## src/rtl/evt_irq_pkg.sv

```systemverilog
package evt_irq_pkg;
    localparam int NUM_FLAGS = 13;
    localparam int NUM_LINES = 13;

    // flag indices (event word bit = FLAG_LSB + index)
    localparam int F_UNDERRUN  = 0;
    localparam int F_RETRY_LIM = 1;
    localparam int F_LATE_COL  = 2;
    localparam int F_BUS_ERR   = 3;
    localparam int F_MGMT_DONE = 4;
    localparam int F_RX_BUF    = 5;
    localparam int F_RX_FRAME  = 6;
    localparam int F_TX_BUF    = 7;
    localparam int F_TX_FRAME  = 8;
    localparam int F_STOP_ACK  = 9;
    localparam int F_TX_BABBLE = 10;
    localparam int F_RX_BABBLE = 11;
    localparam int F_HEARTBEAT = 12;

    // register offsets
    localparam int unsigned OFF_EVENT = 'h004;
    localparam int unsigned OFF_MASK  = 'h008;
    localparam int unsigned OFF_MGMT  = 'h040;
    localparam int unsigned OFF_TCTL  = 'h0C4;
    localparam int STOP_REQ_BIT = 0;

    // which flag drives each interrupt line
    function automatic int unsigned line_src(input int unsigned line);
        case (line)
            0:       return F_TX_FRAME;
            1:       return F_TX_BUF;
            2:       return F_UNDERRUN;
            3:       return F_RETRY_LIM;
            4:       return F_RX_FRAME;
            5:       return F_RX_BUF;
            6:       return F_MGMT_DONE;
            7:       return F_LATE_COL;
            8:       return F_HEARTBEAT;
            9:       return F_STOP_ACK;
            10:      return F_BUS_ERR;
            11:      return F_TX_BABBLE;
            default: return F_RX_BABBLE;
        endcase
    endfunction
endpackage

```

## src/rtl/evt_flag_reg.sv

```systemverilog
module evt_flag_reg #(
    parameter int NF = 13
) (
    input  logic          clk,
    input  logic          rst_n,
    input  logic [NF-1:0] set_i,
    input  logic [NF-1:0] clr_i,
    output logic [NF-1:0] flags_o
);
    typedef struct packed {
        logic [NF-1:0] flags;
    } flag_st_t;

    flag_st_t st_d, st_q;

    // set takes priority over clear on the same bit
    always_comb begin
        st_d = st_q;
        st_d.flags = (st_q.flags & ~clr_i) | set_i;
    end

    always_ff @(posedge clk or negedge rst_n) begin
        if (!rst_n) st_q <= '0;
        else        st_q <= st_d;
    end

    assign flags_o = st_q.flags;
endmodule

```

## src/rtl/evt_mask_reg.sv

```systemverilog
module evt_mask_reg #(
    parameter int W = 32
) (
    input  logic         clk,
    input  logic         rst_n,
    input  logic         wr_i,
    input  logic [W-1:0] wdata_i,
    output logic [W-1:0] mask_o
);
    typedef struct packed {
        logic [W-1:0] mask;
    } mask_st_t;

    mask_st_t st_d, st_q;

    always_comb begin
        st_d = st_q;
        if (wr_i) st_d.mask = wdata_i;
    end

    always_ff @(posedge clk or negedge rst_n) begin
        if (!rst_n) st_q <= '0;
        else        st_q <= st_d;
    end

    assign mask_o = st_q.mask;
endmodule

```

## src/rtl/irq_line_map.sv

```systemverilog
module irq_line_map
    import evt_irq_pkg::*;
#(
    parameter int NF = NUM_FLAGS,
    parameter int NL = NUM_LINES
) (
    input  logic          clk,
    input  logic          rst_n,
    input  logic [NF-1:0] active_i,
    output logic [NL-1:0] lines_o
);
    typedef struct packed {
        logic [NL-1:0] lines;
    } line_st_t;

    line_st_t      st_d, st_q;
    logic [NL-1:0] routed;

    for (genvar g = 0; g < NL; g++) begin : g_route
        assign routed[g] = active_i[line_src(g)];
    end

    always_comb begin
        st_d = st_q;
        st_d.lines = routed;
    end

    always_ff @(posedge clk or negedge rst_n) begin
        if (!rst_n) st_q <= '0;
        else        st_q <= st_d;
    end

    assign lines_o = st_q.lines;
endmodule

```

## src/rtl/evt_irq_fanout.sv

```systemverilog
module evt_irq_fanout
    import evt_irq_pkg::*;
#(
    parameter int ADDR_W = 10,
    parameter int DATA_W = 32
) (
    input  logic                 clk,
    input  logic                 rst_n,
    input  logic                 bus_wr,
    input  logic [ADDR_W-1:0]    bus_addr,
    input  logic [DATA_W-1:0]    bus_wdata,
    output logic [DATA_W-1:0]    bus_rdata,
    input  logic [NUM_FLAGS-1:0] evt_pulse,
    output logic [NUM_LINES-1:0] irq_line
);
    localparam int FLAG_LSB = DATA_W - NUM_FLAGS;

    logic                 sel_event, sel_mask, sel_mgmt, sel_tctl;
    logic                 wr_event, wr_mask, wr_mgmt, wr_tctl;
    logic [NUM_FLAGS-1:0] set_vec, clr_vec, flags_q, active;
    logic [DATA_W-1:0]    mask_q, evt_word;

    always_comb begin
        sel_event = (bus_addr == ADDR_W'(OFF_EVENT));
        sel_mask  = (bus_addr == ADDR_W'(OFF_MASK));
        sel_mgmt  = (bus_addr == ADDR_W'(OFF_MGMT));
        sel_tctl  = (bus_addr == ADDR_W'(OFF_TCTL));
        wr_event  = bus_wr && sel_event;
        wr_mask   = bus_wr && sel_mask;
        wr_mgmt   = bus_wr && sel_mgmt;
        wr_tctl   = bus_wr && sel_tctl && bus_wdata[STOP_REQ_BIT];
    end

    always_comb begin
        set_vec = evt_pulse;
        if (wr_mgmt) set_vec[F_MGMT_DONE] = 1'b1;
        if (wr_tctl) set_vec[F_STOP_ACK]  = 1'b1;
        clr_vec = wr_event ? bus_wdata[DATA_W-1:FLAG_LSB] : '0;
    end

    evt_flag_reg #(.NF(NUM_FLAGS)) u_flags (
        .clk     (clk),
        .rst_n   (rst_n),
        .set_i   (set_vec),
        .clr_i   (clr_vec),
        .flags_o (flags_q)
    );

    evt_mask_reg #(.W(DATA_W)) u_mask (
        .clk     (clk),
        .rst_n   (rst_n),
        .wr_i    (wr_mask),
        .wdata_i (bus_wdata),
        .mask_o  (mask_q)
    );

    assign evt_word = {flags_q, {FLAG_LSB{1'b0}}};
    assign active   = flags_q & mask_q[DATA_W-1:FLAG_LSB];

    irq_line_map #(.NF(NUM_FLAGS), .NL(NUM_LINES)) u_map (
        .clk      (clk),
        .rst_n    (rst_n),
        .active_i (active),
        .lines_o  (irq_line)
    );

    always_comb begin
        if (sel_event)     bus_rdata = evt_word;
        else if (sel_mask) bus_rdata = mask_q;
        else               bus_rdata = '0;
    end
endmodule

```

## config.mk

```make
export PLATFORM = sky130hd
export DESIGN_NAME = evt_irq_fanout
export DESIGN_NICKNAME = d
export VERILOG_FILES = /design/src/rtl/evt_irq_pkg.sv /design/src/rtl/evt_flag_reg.sv /design/src/rtl/evt_mask_reg.sv /design/src/rtl/irq_line_map.sv /design/src/rtl/evt_irq_fanout.sv
export SDC_FILE = /design/constraint.sdc
export NUM_CORES = 1
export LEC_CHECK = 0
export BUFFER_PORTS_ARGS = -buffer_cell sky130_fd_sc_hd__buf_2
export CAP_MARGIN = 25
export CORE_UTILIZATION = 45
export DETAILED_ROUTE_END_ITERATION = 16
export GPL_TIMING_DRIVEN = 1
export PLACE_DENSITY = 0.8
export SETUP_SLACK_MARGIN = 0.15
export SYNTH_ARGS = -nofsm -noshare
export SYNTH_HDL_FRONTEND = slang
export SYNTH_SLANG_ARGS = --single-unit
export TNS_END_PERCENT = 20
```

## constraint.sdc

```tcl
create_clock -name clk -period 1.8 [get_ports clk]
set_input_delay 0.36 -clock clk [delete_from_list [all_inputs] [get_ports clk]]
set_output_delay 0.36 -clock clk [all_outputs]
set_load 0.05 [all_outputs]
```

==> metrics.md <==
| Metric | Value |
|---|---|
| Crit. End Element | `output pin` |
| Clk_lat worst skew | `0.33 ns` |
| Met2 global-route usage | `39.4%` |
| Chip width | `~79 um` |
| FP Rows | `27` |
| DR iter-0 viols | `68` |
| H-tree depth | `3` |
| Via Count | `between 2000 and 2500` |
| Net count after synthesis | `roughly 270` |
| CP max-delay cell | `nor4_4` |
| Ant diodes | `0` |
| WP buf/inv | `3` |
| Antenna violations before repair | `0` |
| Sequential area share after synthesis | `54.2%` |
| Worst hold path class | `input port to flop` |
| First-pass GRT wire length | `about 10000 um` |
| CP top delay family | `simple AND/OR/NAND/NOR gates` |
| Synth Area in Adders | `0%` |
| Routability cong. | `a little under 0.8` |
| Final Util | `a little under three quarters` |
| Post-Synth Simple-Gate Area | `~16%` |
| Startpoint Class | `input port` |
| Met1 Usage GRT | `26.0%` |
| Leakage | `roughly 2.1 nW` |
| Layout area overhead | `49.5%` |
| Routed WL | `about 6400 um` |
| CP max FO | `19` |
| Worst-path cell chain | `buf_6 -> nor4_4 -> and3_4 -> buf_12 -> and2_2 -> buf_8` |
| Overflow left after global routing | `0` |
| Fin. max-slew vios | `0` |
| Core Area | `~0.0056 mm^2` |
| CTS Sinks | `a little under 60` |
| Final Setup Violations | `19` |
| Synth Area in XOR/XNOR | `0%` |
| Vias in the first global route | `roughly 2100` |
| Failing checks | `setup timing` |
| Num CTS Buffers | `9` |
| Slew @ Worst Pin | `a little over 0.5 ns` |
| DR pass1 iterations | `4` |
| M3 GR Usage | `roughly 4.7%` |
| Outcome | `finished, violations left` |
| Most common cell after layout, fill and taps aside | `buf_2` |
| Fin crit share | `102%` |
| Highest clock rate | `0.543 GHz` |
| CTS tree | `done` |
| Largest stage delay, worst path | `~0.32 ns` |
| Avg Inst Size Synth | `approximately 13 um^2` |
| DRC viols | `0` |
| Mux cell area share after synthesis | `17.7%` |
| Clk_skew | `~0.0056 ns` |
| Layout cells sized above 1 | `approximately 58%` |
| GRT Max-Usage Layer | `met2` |
| YS warnings | `0` |
| Vias/cell | `roughly 5` |
| Hold slack | `0.226 ns` |
| GRT Total Usage | `between 20% and 30%` |
| Area leader, netlist | `dfrtp_1` |
| Max-Slew Margin vs Limit | `65.3%` |
| Synth top area share | `around 54%` |
| Synth Instances | `roughly 210` |
| R2R setup slack | `around 0.97 ns` |
| Die H | `79.2 um` |
| Final antenna-violating net count | `0` |
| Pwr dens | `approximately 730 mW/mm^2` |
| Clock transition at the registers of the reported paths | `0.06 ns` |
| Final Hold Fails | `0` |
| Fin crit period | `roughly 1.8 ns` |
| CTS Buffer Depth | `2` |
| Data arrival time of the critical path | `1.48 ns` |
| Routed length per instance | `15.6 um` |
| Synth Register Bits | `58` |
| Final WS setup | `-0.0411 ns` |
| Hpwl dp | `approximately 4300 um` |
| VDD IR max | `about 0.44 mV` |
| Die Area | `0.00627 mm^2` |
| Main combinational cell family by area after synthesis | `multiplexers` |
| Commonest non-fill, non-tap cells in the layout | `buf_2 (66), dfrtp_1 (58), mux2_4 (30), buf_6 (27), and2_1 (20)` |
| Post-layout net count | `about 390` |
| Initial Util | `47.8%` |
| Synth area leaders | `dfrtp_1 (54%), mux2_4 (17%), and2_1 (7.5%)` |
| Post-synthesis compound-gate area fraction | `under 10%` |
| Post-synth cell types | `26` |
| RSZ-0062 raised after global routing | `yes` |
| # IOs | `103` |
| Number of I/O port buffers | `102` |
| Crit path required time | `~1.4 ns` |
| Critical path class | `input port to output pin` |
| Post-synthesis cell area | `0.00268 mm^2` |
| Clk root buf | `clkbuf_8` |
| Largest net degree at the start of global routing | `24` |
| Max Cap Viol | `0` |
[sequential cells by signal, summed over array words and instances (netlist names)]
signal	flops
u_flags.flags_o	13
u_mask.mask_o	32
u_map.lines_o	13
[path summary, 6_finish.rpt]
kind,cells after the start,end,from
min,2,u_flags.flags_o[7],bus_wdata[26]
min in group asynchronous,2,u_mask.mask_o[3],rst_n
max,6,bus_rdata[12],bus_addr[7]
max in group asynchronous,3,u_flags.flags_o[10],rst_n
max reg2reg,2,u_flags.flags_o[4],u_flags.flags_o[4]
min reg2reg,1,u_mask.mask_o[18],u_mask.mask_o[18]
[repair_timing]
item | 4_1_cts | 5_1_grt
hold endpoints to repair | 7 | 0
hold buffers | 1 | 0
resized for setup | 81 | 4
pin swaps | 13 | 4
setup endpoints to repair | 32 | 32
buffers inserted | 1 | 0
[where the power goes]
group | switching, mW | leakage, nW | internal [mW]
logic | 0.122 | 1.21 | 0.108
registers | 0.00806 | 0.741 | 1.32
clock network | 0.501 | 0.117 | 0.856
[cells by family (layout without fill, tap and decap cells)]
logic type | Yosys count | after routing
AO/OA/AOI/OAI | 28 | 28
flip-flops | 58 | 58
AND/OR/NAND/NOR | 72 | 72
multiplexers | 32 | 32
buffers and inverters | 24 | 150
[layer usage]
metal | vias to the layer above | wire, um
li1 | 980 | -
met2 | 61 | 3460
met3 | 8 | 261
met5 | - | 0
met1 | 1015 | 2620
met4 | 0 | 85
[Yosys cell counts]
cell type,number
nand2_1,1
and4_1,1
a31oi_1,11
nor2_1,25
dfrtp_1,58
a22oi_1,13
nand4_1,1
inv_1,15
mux2_2,2
nor4b_1,1
o211ai_2,1
buf_6,3
or4b_1,1
a21oi_1,2
nor2b_1,2
and2_1,32
nand4_2,1
and3_1,1
o211ai_1,1
nand2b_1,1
buf_2,3
nor4_4,2
mux2_4,30
or3_2,1
or4_4,2
clkbuf_1,3
[cell type report]
class / count / area (um^2)
clock buffers: 12 / 155
clock inverters: 4 / 73.8
fillers: 409 / 1600
inverters: 15 / 56.3
multi-input cells: 132 / 1220
flip-flops and latches: 58 / 1450
well taps: 72 / 90.1
repair buffers: 119 / 955
[stage by stage]
stage	setup WS (ns)	TNS [ns]	instance area (um^2)	power, mW	std cells
2_1_floorplan	-0.0496	-0.185	2770	1.43	214
3_3_place_gp	-0.129	-2.88	3480	1.56	394
3_5_place_dp	-0.179	-3.94	3480	1.57	394
4_1_cts	-0.0284	-0.359	3990	2.94	412
5_1_grt	-0.0955	-1.89	4000	3.01	412
6_report	-0.0411	-0.410	4000	2.91	412
No activity file was read; power rests on OpenSTA's default activity.
